[config.mk]
export PLATFORM = sky130hd
export DESIGN_NAME = i2cs_slave
export DESIGN_NICKNAME = d
export VERILOG_FILES = /design/src/rtl/i2cs_pkg.sv /design/src/rtl/i2cs_sync.sv /design/src/rtl/i2cs_ctl.sv /design/src/rtl/i2cs_engine.sv /design/src/rtl/i2cs_slave.sv
export SDC_FILE = /design/constraint.sdc
export NUM_CORES = 1
export LEC_CHECK = 0
export ABC_CLOCK_PERIOD_IN_PS = 2000
export BUFFER_PORTS_ARGS = -buffer_cell sky130_fd_sc_hd__buf_4
export CAP_MARGIN = 20
export CELL_PAD_IN_SITES_DETAIL_PLACEMENT = 0
export CELL_PAD_IN_SITES_GLOBAL_PLACEMENT = 1
export CORE_ASPECT_RATIO = 0.75
export CORE_MARGIN = 3
export CORE_UTILIZATION = 38
export DETAILED_ROUTE_END_ITERATION = 7
export GPL_ROUTABILITY_DRIVEN = 0
export PLACE_DENSITY_LB_ADDON = 0.1
export SLEW_MARGIN = 25
export SYNTH_ARGS = -nofsm -noshare
export SYNTH_HDL_FRONTEND = slang
export SYNTH_SLANG_ARGS = --single-unit
[constraint.sdc]
create_clock -name clk -period 2 [get_ports clk]
set_input_delay 0 -clock clk [delete_from_list [all_inputs] [get_ports clk]]
set_output_delay 0 -clock clk [all_outputs]
set_load 0.05 [all_outputs]
[src/rtl/i2cs_pkg.sv]
`timescale 1ns/1ps
package i2cs_pkg;
  localparam int BYTE_W  = 8;
  localparam int ADDR_W  = 10;
  localparam int CNT_W   = $clog2(BYTE_W + 2);

  // control word layout
  localparam int CTL_W     = 6;
  localparam int CTL_EN    = 0;
  localparam int CTL_A10   = 1;
  localparam int CTL_PROM  = 2;
  localparam int CTL_GCEN  = 3;
  localparam int CTL_STREN = 4;
  localparam int CTL_REL   = 5;
  localparam logic [CTL_W-1:0] CTL_RESET = CTL_W'(1) << CTL_REL;

  typedef enum logic [2:0] {S_IDLE, S_ADDR, S_ADDR2, S_RX, S_TX} st_e;

  typedef struct packed {
    logic ack;
    logic gc;
    logic set10;
    st_e  nxt;
  } adec_t;

  // first byte after a START
  function automatic adec_t decode_first(input logic [BYTE_W-1:0] b,
                                         input logic [ADDR_W-1:0] own,
                                         input logic a10, input logic prom,
                                         input logic gcen, input logic m10);
    adec_t d;
    d = '0;
    if (b == '0) begin
      d.ack = gcen | prom;
      d.gc  = gcen;
      d.nxt = S_RX;
    end else if (a10 && b[7:3] == 5'b11110) begin
      if (!b[0]) begin
        d.ack = prom | (b[2:1] == own[9:8]);
        d.nxt = S_ADDR2;
      end else begin
        d.ack = prom | (m10 && b[2:1] == own[9:8]);
        d.nxt = S_TX;
      end
    end else begin
      d.ack = prom | (!a10 && b[7:1] == own[6:0]);
      d.nxt = b[0] ? S_TX : S_RX;
    end
    return d;
  endfunction

  // low byte of a ten-bit address
  function automatic adec_t decode_second(input logic [BYTE_W-1:0] b,
                                          input logic [ADDR_W-1:0] own,
                                          input logic prom);
    adec_t d;
    d       = '0;
    d.ack   = prom | (b == own[7:0]);
    d.set10 = d.ack;
    d.nxt   = S_RX;
    return d;
  endfunction
endpackage

[src/rtl/i2cs_sync.sv]
`timescale 1ns/1ps
module i2cs_sync #(
  parameter int STAGES = 2,
  parameter int LINES  = 2
) (
  input  logic             clk,
  input  logic             rst_n,
  input  logic             clr,
  input  logic [LINES-1:0] din,
  output logic [LINES-1:0] q,
  output logic [LINES-1:0] rise,
  output logic [LINES-1:0] fall
);
  for (genvar g = 0; g < LINES; g++) begin : g_line
    logic [STAGES-1:0] chain;
    logic              prev;
    always_ff @(posedge clk or negedge rst_n) begin
      if (!rst_n) begin
        chain <= '1;
        prev  <= 1'b1;
      end else if (clr) begin
        chain <= '1;
        prev  <= 1'b1;
      end else begin
        chain <= {chain[STAGES-2:0], din[g]};
        prev  <= chain[STAGES-1];
      end
    end
    assign q[g]    = chain[STAGES-1];
    assign rise[g] = chain[STAGES-1] & ~prev;
    assign fall[g] = ~chain[STAGES-1] & prev;
  end
endmodule

[src/rtl/i2cs_ctl.sv]
`timescale 1ns/1ps
module i2cs_ctl
  import i2cs_pkg::*;
(
  input  logic             clk,
  input  logic             rst_n,
  input  logic             we,
  input  logic [CTL_W-1:0] wdata,
  input  logic             hw_clr,
  output logic [CTL_W-1:0] q
);
  logic [CTL_W-1:0] wr_val;

  always_comb begin
    wr_val = wdata;
    // hold-enable decides whether a zero may land in the clock-hold bit
    wr_val[CTL_REL] = q[CTL_STREN] ? wdata[CTL_REL] : (q[CTL_REL] | wdata[CTL_REL]);
  end

  always_ff @(posedge clk or negedge rst_n) begin
    if (!rst_n) begin
      q <= CTL_RESET;
    end else begin
      if (we) q <= wr_val;
      if (hw_clr) q[CTL_REL] <= 1'b0;
    end
  end
endmodule

[src/rtl/i2cs_engine.sv]
`timescale 1ns/1ps
module i2cs_engine
  import i2cs_pkg::*;
(
  input  logic              clk,
  input  logic              rst_n,
  input  logic              clr,
  input  logic              scl_s,
  input  logic              sda_s,
  input  logic              scl_rise,
  input  logic              scl_fall,
  input  logic              sda_rise,
  input  logic              sda_fall,
  input  logic [ADDR_W-1:0] own_addr,
  input  logic              a10,
  input  logic              prom,
  input  logic              gcen,
  input  logic              stren,
  input  logic              tx_we,
  input  logic [BYTE_W-1:0] tx_data,
  output logic              sda_oe,
  output logic              busy,
  output logic [BYTE_W-1:0] rx_data,
  output logic              rx_valid,
  output logic              addr_hit,
  output logic              gc_hit,
  output logic              tx_req,
  output logic              clr_rel
);
  localparam logic [CNT_W-1:0] LAST = CNT_W'(BYTE_W);
  localparam logic [CNT_W-1:0] ACKC = CNT_W'(BYTE_W + 1);

  st_e               state, nxt;
  logic [CNT_W-1:0]  bitcnt;
  logic [BYTE_W-1:0] shreg;
  logic              ack_drive, mack, matched10;
  adec_t             dec;
  logic              start_det, stop_det;

  assign start_det = sda_fall & scl_s;
  assign stop_det  = sda_rise & scl_s;

  always_comb begin
    case (state)
      S_ADDR:  dec = decode_first(shreg, own_addr, a10, prom, gcen, matched10);
      S_ADDR2: dec = decode_second(shreg, own_addr, prom);
      default: begin
        dec     = '0;
        dec.ack = 1'b1;
        dec.nxt = S_RX;
      end
    endcase
  end

  always_ff @(posedge clk or negedge rst_n) begin
    if (!rst_n) begin
      state <= S_IDLE; nxt <= S_IDLE; bitcnt <= '0; shreg <= '0;
      ack_drive <= 1'b0; mack <= 1'b0; matched10 <= 1'b0; rx_data <= '0;
      rx_valid <= 1'b0; addr_hit <= 1'b0; gc_hit <= 1'b0; tx_req <= 1'b0; clr_rel <= 1'b0;
    end else if (clr) begin
      state <= S_IDLE; nxt <= S_IDLE; bitcnt <= '0; shreg <= '0;
      ack_drive <= 1'b0; mack <= 1'b0; matched10 <= 1'b0; rx_data <= '0;
      rx_valid <= 1'b0; addr_hit <= 1'b0; gc_hit <= 1'b0; tx_req <= 1'b0; clr_rel <= 1'b0;
    end else begin
      rx_valid <= 1'b0; addr_hit <= 1'b0; gc_hit <= 1'b0; tx_req <= 1'b0; clr_rel <= 1'b0;
      if (start_det) begin
        state <= S_ADDR; bitcnt <= '0; ack_drive <= 1'b0;
      end else if (stop_det) begin
        state <= S_IDLE; ack_drive <= 1'b0; matched10 <= 1'b0;
      end else begin
        case (state)
          S_ADDR, S_ADDR2, S_RX: begin
            if (scl_rise && bitcnt < LAST) begin
              shreg  <= {shreg[BYTE_W-2:0], sda_s};
              bitcnt <= bitcnt + 1'b1;
            end else if (scl_fall && bitcnt == LAST) begin
              if (dec.ack) begin
                ack_drive <= 1'b1;
                bitcnt    <= ACKC;
                nxt       <= dec.nxt;
                if (dec.set10) matched10 <= 1'b1;
              end else begin
                state     <= S_IDLE;
                matched10 <= 1'b0;
              end
              if (state == S_RX) begin
                rx_data  <= shreg;
                rx_valid <= 1'b1;
              end else begin
                addr_hit <= dec.ack;
                gc_hit   <= dec.ack & dec.gc;
              end
            end else if (scl_fall && bitcnt == ACKC) begin
              ack_drive <= 1'b0;
              bitcnt    <= '0;
              state     <= nxt;
              if (nxt == S_TX) begin
                tx_req  <= 1'b1;
                clr_rel <= 1'b1;
              end else if (state == S_RX && stren) begin
                clr_rel <= 1'b1;
              end
            end
          end
          S_TX: begin
            if (tx_we && bitcnt == '0) shreg <= tx_data;
            if (scl_fall && bitcnt < LAST) begin
              shreg  <= {shreg[BYTE_W-2:0], 1'b1};
              bitcnt <= bitcnt + 1'b1;
            end else if (scl_rise && bitcnt == LAST) begin
              mack <= ~sda_s;
            end else if (scl_fall && bitcnt == LAST) begin
              if (mack) begin
                bitcnt  <= '0;
                tx_req  <= 1'b1;
                clr_rel <= 1'b1;
              end else begin
                state <= S_IDLE;
              end
            end
          end
          default: ;
        endcase
      end
    end
  end

  assign sda_oe = (state == S_TX && bitcnt < LAST) ? ~shreg[BYTE_W-1] : ack_drive;
  assign busy   = (state != S_IDLE);
endmodule

[src/rtl/i2cs_slave.sv]
`timescale 1ns/1ps
module i2cs_slave
  import i2cs_pkg::*;
#(
  parameter int SYNC_STAGES = 2
) (
  input  logic              clk,
  input  logic              rst_n,
  input  logic              ctl_we,
  input  logic [CTL_W-1:0]  ctl_wdata,
  output logic [CTL_W-1:0]  ctl_rdata,
  input  logic [ADDR_W-1:0] own_addr,
  input  logic              tx_we,
  input  logic [BYTE_W-1:0] tx_data,
  output logic [BYTE_W-1:0] rx_data,
  output logic              rx_valid,
  output logic              addr_hit,
  output logic              gc_hit,
  output logic              tx_req,
  input  logic              scl_in,
  input  logic              sda_in,
  output logic              scl_oe,
  output logic              sda_oe
);
  logic [CTL_W-1:0] ctl_q;
  logic [1:0]       line_q, line_rise, line_fall;
  logic             en, eng_busy, eng_clr_rel, eng_sda_oe;

  assign en = ctl_q[CTL_EN];

  i2cs_ctl u_ctl (
    .clk(clk), .rst_n(rst_n), .we(ctl_we), .wdata(ctl_wdata),
    .hw_clr(eng_clr_rel), .q(ctl_q)
  );

  // line 0 = SCL, line 1 = SDA
  i2cs_sync #(.STAGES(SYNC_STAGES), .LINES(2)) u_sync (
    .clk(clk), .rst_n(rst_n), .clr(~en), .din({sda_in, scl_in}),
    .q(line_q), .rise(line_rise), .fall(line_fall)
  );

  i2cs_engine u_eng (
    .clk(clk), .rst_n(rst_n), .clr(~en),
    .scl_s(line_q[0]), .sda_s(line_q[1]),
    .scl_rise(line_rise[0]), .scl_fall(line_fall[0]),
    .sda_rise(line_rise[1]), .sda_fall(line_fall[1]),
    .own_addr(own_addr), .a10(ctl_q[CTL_A10]), .prom(ctl_q[CTL_PROM]),
    .gcen(ctl_q[CTL_GCEN]), .stren(ctl_q[CTL_STREN]),
    .tx_we(tx_we), .tx_data(tx_data),
    .sda_oe(eng_sda_oe), .busy(eng_busy), .rx_data(rx_data), .rx_valid(rx_valid),
    .addr_hit(addr_hit), .gc_hit(gc_hit), .tx_req(tx_req), .clr_rel(eng_clr_rel)
  );

  assign ctl_rdata = ctl_q;
  assign sda_oe    = en & eng_sda_oe;
  assign scl_oe    = en & ~ctl_q[CTL_REL] & eng_busy & ~line_q[0];
endmodule

Word-level counts from Yosys, hierarchy flattened --
Cells that the tools add are included.
Word-level totals: register bits after elaboration 46, input bits 30, output and inout bits 20
Operators by class: add/sub/neg operators 1, magnitude comparators 1, equal/unequal tests 47, muxes and demuxes 126, bitwise operators 23, reduce and logical (&&, ||, !) cells 25
Operator list (number):
- $mux 8 | 13
- $mux 1 | 71
- $mux 3 | 22
- $mux 4 | 11
- $ne 5x2->1 const B | 4
- $ne 5x3->1 const B | 4
- $pmux 8 s2 | 1
- $reduce_and 5->1 | 3
- $ne 2x1->1 const B | 6
- $ne 6x2->1 const B | 2
- $pmux 6 s2 | 1
- $reduce_and 6->1 | 2
- $and 1x1->1 | 11
- $logic_and 1x1->1 | 11
- $ne 5x1->1 const B | 2
- $ne 3x1->1 const B | 3
- $ne 3x2->1 const B | 3
- $eq 4x4->1 const B | 2
- $eq 8x8->1 | 1
- $logic_not 8->1 | 1
- $ne 2x2->1 const B | 4
- $ne 4x1->1 const B | 2
- $ne 4x2->1 const B | 2
- $pmux 4 s2 | 1
- 26 further kinds | 40

Longest topological paths before layout --
word-level depth 15, mapped depth 8, gate-level depth less buffers 8

Modules after synthesis --
A second synthesis with hierarchy kept.
Second synthesis, totals: cells, all modules 297, area, all modules 2885.3 µm²
Modules (own cells, without submodules):
- i2cs_engine | instances 1, cells an instance 261, area each 2367.3 µm², sequential area each 850.8 µm²
- i2cs_ctl | instances 1, cells an instance 15, area each 260.2 µm², sequential area each 151.4 µm²
- i2cs_sync | instances 1, cells an instance 18, area each 235.2 µm², sequential area each 157.7 µm²
- i2cs_slave | instances 1, cells an instance 3, area each 22.5 µm², sequential area each 0.0 µm²

Worst setup path before layout --
No wires, ideal clock.
kind register to output, start register u_ctl.q[0], end output port scl_oe, data arrival time 2.413 ns, data required time 2.000 ns, slack -0.413 ns, stages on the path, launching flop included 5, path buffers 2, cell sequence dfrtp_1 clkbuf_1 clkbuf_1 nand2_1 nor3_1
On the way: word-level cells in the longest chain between the ends 3
Ends and longest elaborated chain:
- start: declaration | RTL line i2cs_ctl.sv:10 | output logic [CTL_W-1:0] q
- start signal: assignment | RTL line i2cs_ctl.sv:24 | if (we) q <= wr_val;
- $and 1x1->1 (3 in a row) | RTL line i2cs_slave.sv:56 | assign scl_oe = en & ~ctl_q[CTL_REL] & eng_busy & ~line_q[0];
- end: declaration | RTL line i2cs_slave.sv:22 | output logic scl_oe,
No other way between the ends.

Final worst setup path --
start register u_eng.state[1], end output port sda_oe
On the way: word-level cells in the longest chain between the ends 4
Ends and longest elaborated chain:
- start: declaration | RTL line i2cs_engine.sv:33 | st_e state, nxt;
- start signal: assignment | RTL line i2cs_engine.sv:96 | state <= nxt;
- $eq 3x3->1 | RTL line i2cs_engine.sv:128 | assign sda_oe = (state == S_TX && bitcnt < LAST) ? ~shreg[BYTE_W-1] : ack_drive;
- $logic_and 1x1->1 | RTL line i2cs_engine.sv:128
- $mux 1 | RTL line i2cs_engine.sv:128
- $and 1x1->1 | RTL line i2cs_slave.sv:55 | assign sda_oe = en & eng_sda_oe;
- end: declaration | RTL line i2cs_slave.sv:23 | output logic sda_oe
No other way between the ends.

==> impl_metrics.env <==
export IMPL_fin_nets=435
export IMPL_fin_skew_ns=0.009494
export IMPL_syn_nets=320
export IMPL_placed_cell_area_um2=3586
export IMPL_relSlewSlack_pct=60.08
export IMPL_die_w_um=103.9
export IMPL_slew_violations=0
export IMPL_r2r_cells=7
export IMPL_yosysSeqAreaShare_pct=42.46
export IMPL_core_um2=6897
export IMPL_postRouteAntennaNets=0
export IMPL_worst_slack_ns=-0.08915
export IMPL_cpMostUsedCell="buf_6"
export IMPL_drt_total_wl_um=8658
export IMPL_antenna_diode_count=0
export IMPL_netlist_top_cells_area="dfrtp_1, mux2i_1, dfstp_2, xor2_1, nand2_1"
export IMPL_p_per_area_nw_per_um2=480.4
export IMPL_cts_path_max_buffers=2
export IMPL_crit_slowest_cell="or3b_4"
export IMPL_syn_area_um2=2731
export IMPL_rsz0062_at_grt="true"
export IMPL_yosys_warnings=0
export IMPL_hp_class="in2reg"
export IMPL_path_cells="or3b_4 > buf_6 > buf_6 > or3_4 > a21oi_2 > buf_6"
export IMPL_wl_per_cell_um=17.28
export IMPL_async_flop_share_pct=100.0
export IMPL_synth_largest_area_cell="dfrtp_1"
export IMPL_overflow=0
export IMPL_io_pins=50
export IMPL_synth_distinct_cells=61
export IMPL_fill_cells=626
export IMPL_cp_top_family="simple AND/OR/NAND/NOR gates"
export IMPL_cp_max_fo=4
export IMPL_setup_tns_ns=-0.4372
export IMPL_vdd_drop_max_mv=0.3204
export IMPL_numCtsBuffers=5
export IMPL_dr_pass1_iters=4
export IMPL_yosysTopAreaCellShare_pct=35.73
export IMPL_root_buffer="clkbuf_8"
export IMPL_violations="setup timing"
export IMPL_synth_seq_cells=46
export IMPL_clk_pin_slew_ns=0.10
export IMPL_cts_htree_levels=2
export IMPL_outcome="complete, but fails checks"
export IMPL_cp_depth=6
export IMPL_hold_viol=0
export IMPL_fp_dieH_um=79.42
export IMPL_io_buffers=49
export IMPL_cts_sinks=46
export IMPL_row_count=26
export IMPL_arrival_ns=2.09
export IMPL_start_kind="flop"
export IMPL_synth_edf_count=0
export IMPL_antenna_found_initial=0
export IMPL_cpPeakStageDelay_ns=0.46
export IMPL_track_usage_pct=20.98
export IMPL_tightest_slew_ns=0.5837
export IMPL_dr_total_vias=2611
export IMPL_timing_max_cap_violations=0
export IMPL_areaGrowthSynthToFinish_pct=49.98
export IMPL_fin_crit_sh_pct=104.5
export IMPL_grt_start_max_net_pins=47
export IMPL_crit_type="reg2out"
export IMPL_power_leakage_nw=1.906
export IMPL_cts_tree="done"
export IMPL_initial_utilization_pct=39.60
export IMPL_hold_depth=3
export IMPL_worst_path_buf_inv=3
export IMPL_grt_pass1_vias=2568
export IMPL_grt_pass1_wl_um=13550
export IMPL_clkLatencyLatePin_ns=0.31
export IMPL_setup_violations=9
export IMPL_end_kind="primary output"
export IMPL_synthCells=287
export IMPL_place_hpwl_um=6256
export IMPL_period_minus_slack_ns=2.089
export IMPL_synth_main_ff_cell="dfrtp_1"
export IMPL_via_per_inst=5.212
export IMPL_fmax_mhz=478.7
export IMPL_rrSetupSlack_ns=-0.09
export IMPL_drc=0
export IMPL_drive_above_1_share_pct=44.91
export IMPL_first_iter_violations=159
export IMPL_fin_area_um2=4096
export IMPL_die_area_um2=8251
export IMPL_cp_data_required_time_ns=2.00
export IMPL_avgSynthCellArea_um2=9.517
[worst register-to-register path: stages, from the launching register on]
cell	delay, ns
dfstp_2	0.54
nand2b_1	0.18
buf_4	0.21
nor3_2	0.23
nand2_2	0.10
o31a_1	0.32
o21ai_4	0.09
mux2_4	0.31
[synth_stat cells, drive strengths merged (5+ instances only)]
master  count
nand2b      7
nor3        9
dfstp       7
mux2        5
nor2       23
o21ai      13
nand2      24
a21oi       7
xor2       15
buf         7
inv        11
dfrtp      39
nand3      12
clkbuf     17
and3        5
o31ai       8
mux2i      19
nor4        7
[layer usage]
metal	track usage [%]	up-vias	routed length (µm)
li1	-	1255	-
met1	33.10	1268	4458
met2	28.79	75	3590
met3	4.446	13	489
met4	4.781	0	118
met5	0	-	0
[cell usage in the layout, fill, tap and decap left out, types with 6 or more instances in the layout]
cell	instances
buf_4	109
buf_6	9
dfrtp_1	33
dfrtp_2	6
dfstp_2	7
dlygate4sd3_1	13
inv_1	9
mux2i_1	19
nand2_1	23
nand2b_1	7
nand3_1	12
nor2_1	19
o21ai_0	10
o31ai_1	7
xor2_1	13
[repair_timing]
action	CTS	global route
hold buffers	13	0
hold endpoints to repair	47	0
resized for setup	19	28
setup buffers	7	6
pin swaps	15	22
setup endpoints to repair	20	24
[state kept, by name (all words and copies together) (netlist names)]
register             flops
u_ctl.q                  6
u_eng.ack_drive          1
u_eng.addr_hit           1
u_eng.bitcnt             4
u_eng.clr_rel            1
u_eng.gc_hit             1
u_eng.mack               1
u_eng.matched10          1
u_eng.nxt                3
u_eng.rx_data            8
u_eng.rx_valid           1
u_eng.shreg              8
u_eng.state              3
u_eng.tx_req             1
u_sync.g_line.chain      4
u_sync.g_line.prev       2
[report_power, final]
group          switching [mW]  internal [mW]
Clock                   0.345          0.248
Sequential             0.0267          0.959
Combinational           0.215          0.175
Total                   0.586           1.38
[cell families (layout without fill, tap and decap cells)]
logic type,Yosys count,count (layout),share of synthesized area [%]
DFF,46,46,42.46
xor gates and xnor gates,18,18,5.772
adders and majority gates,3,3,1.374
AOI/OAI and AO/OA,58,58,16.08
muxes,24,24,9.024
buffers and inverters,35,151,5.497
and+or+nand+nor,103,103,19.79
[worst paths after layout]
check                                      start             end
max                               u_eng.state[1]          sda_oe
min                                   tx_data[7]  u_eng.shreg[7]
min in group asynchronous                  rst_n  u_eng.shreg[5]
max reg2reg                u_sync.g_line[0].prev  u_eng.state[0]
max in group asynchronous                  rst_n  u_eng.state[1]
min reg2reg                        u_eng.clr_rel      u_ctl.q[5]
[final cells by class]
cell class / count / area [µm²] / share of cell area, %
flip-flops and latches: 46 / 1167 / 28.50
clock inverters: 2 / 13.76 / 0.3360
repair buffers: 132 / 1070 / 26.11
multi-input cells: 206 / 1609 / 39.28
well taps: 98 / 122.6 / 2.993
clock buffers: 6 / 72.57 / 1.772
inverters: 11 / 41.29 / 1.008
[per-stage QoR]
step / utilization, % / hold slack, ns / worst slack (ns) / total power [mW] / std cells
2_1_floorplan: - / -0.2956 / -0.03628 / 1.175 / 287
3_3_place_gp: 52.00 / 0.06077 / -0.1373 / 1.337 / 468
3_5_place_dp: 52.00 / 0.05914 / -0.1102 / 1.338 / 468
4_1_cts: 56.91 / 0.02244 / -0.08966 / 1.956 / 495
5_1_grt: 59.40 / 0.02239 / -0.1728 / 2.063 / 501
6_report: 59.40 / 0.01162 / -0.08915 / 1.968 / 501
(Power assumes the default switching activity.)
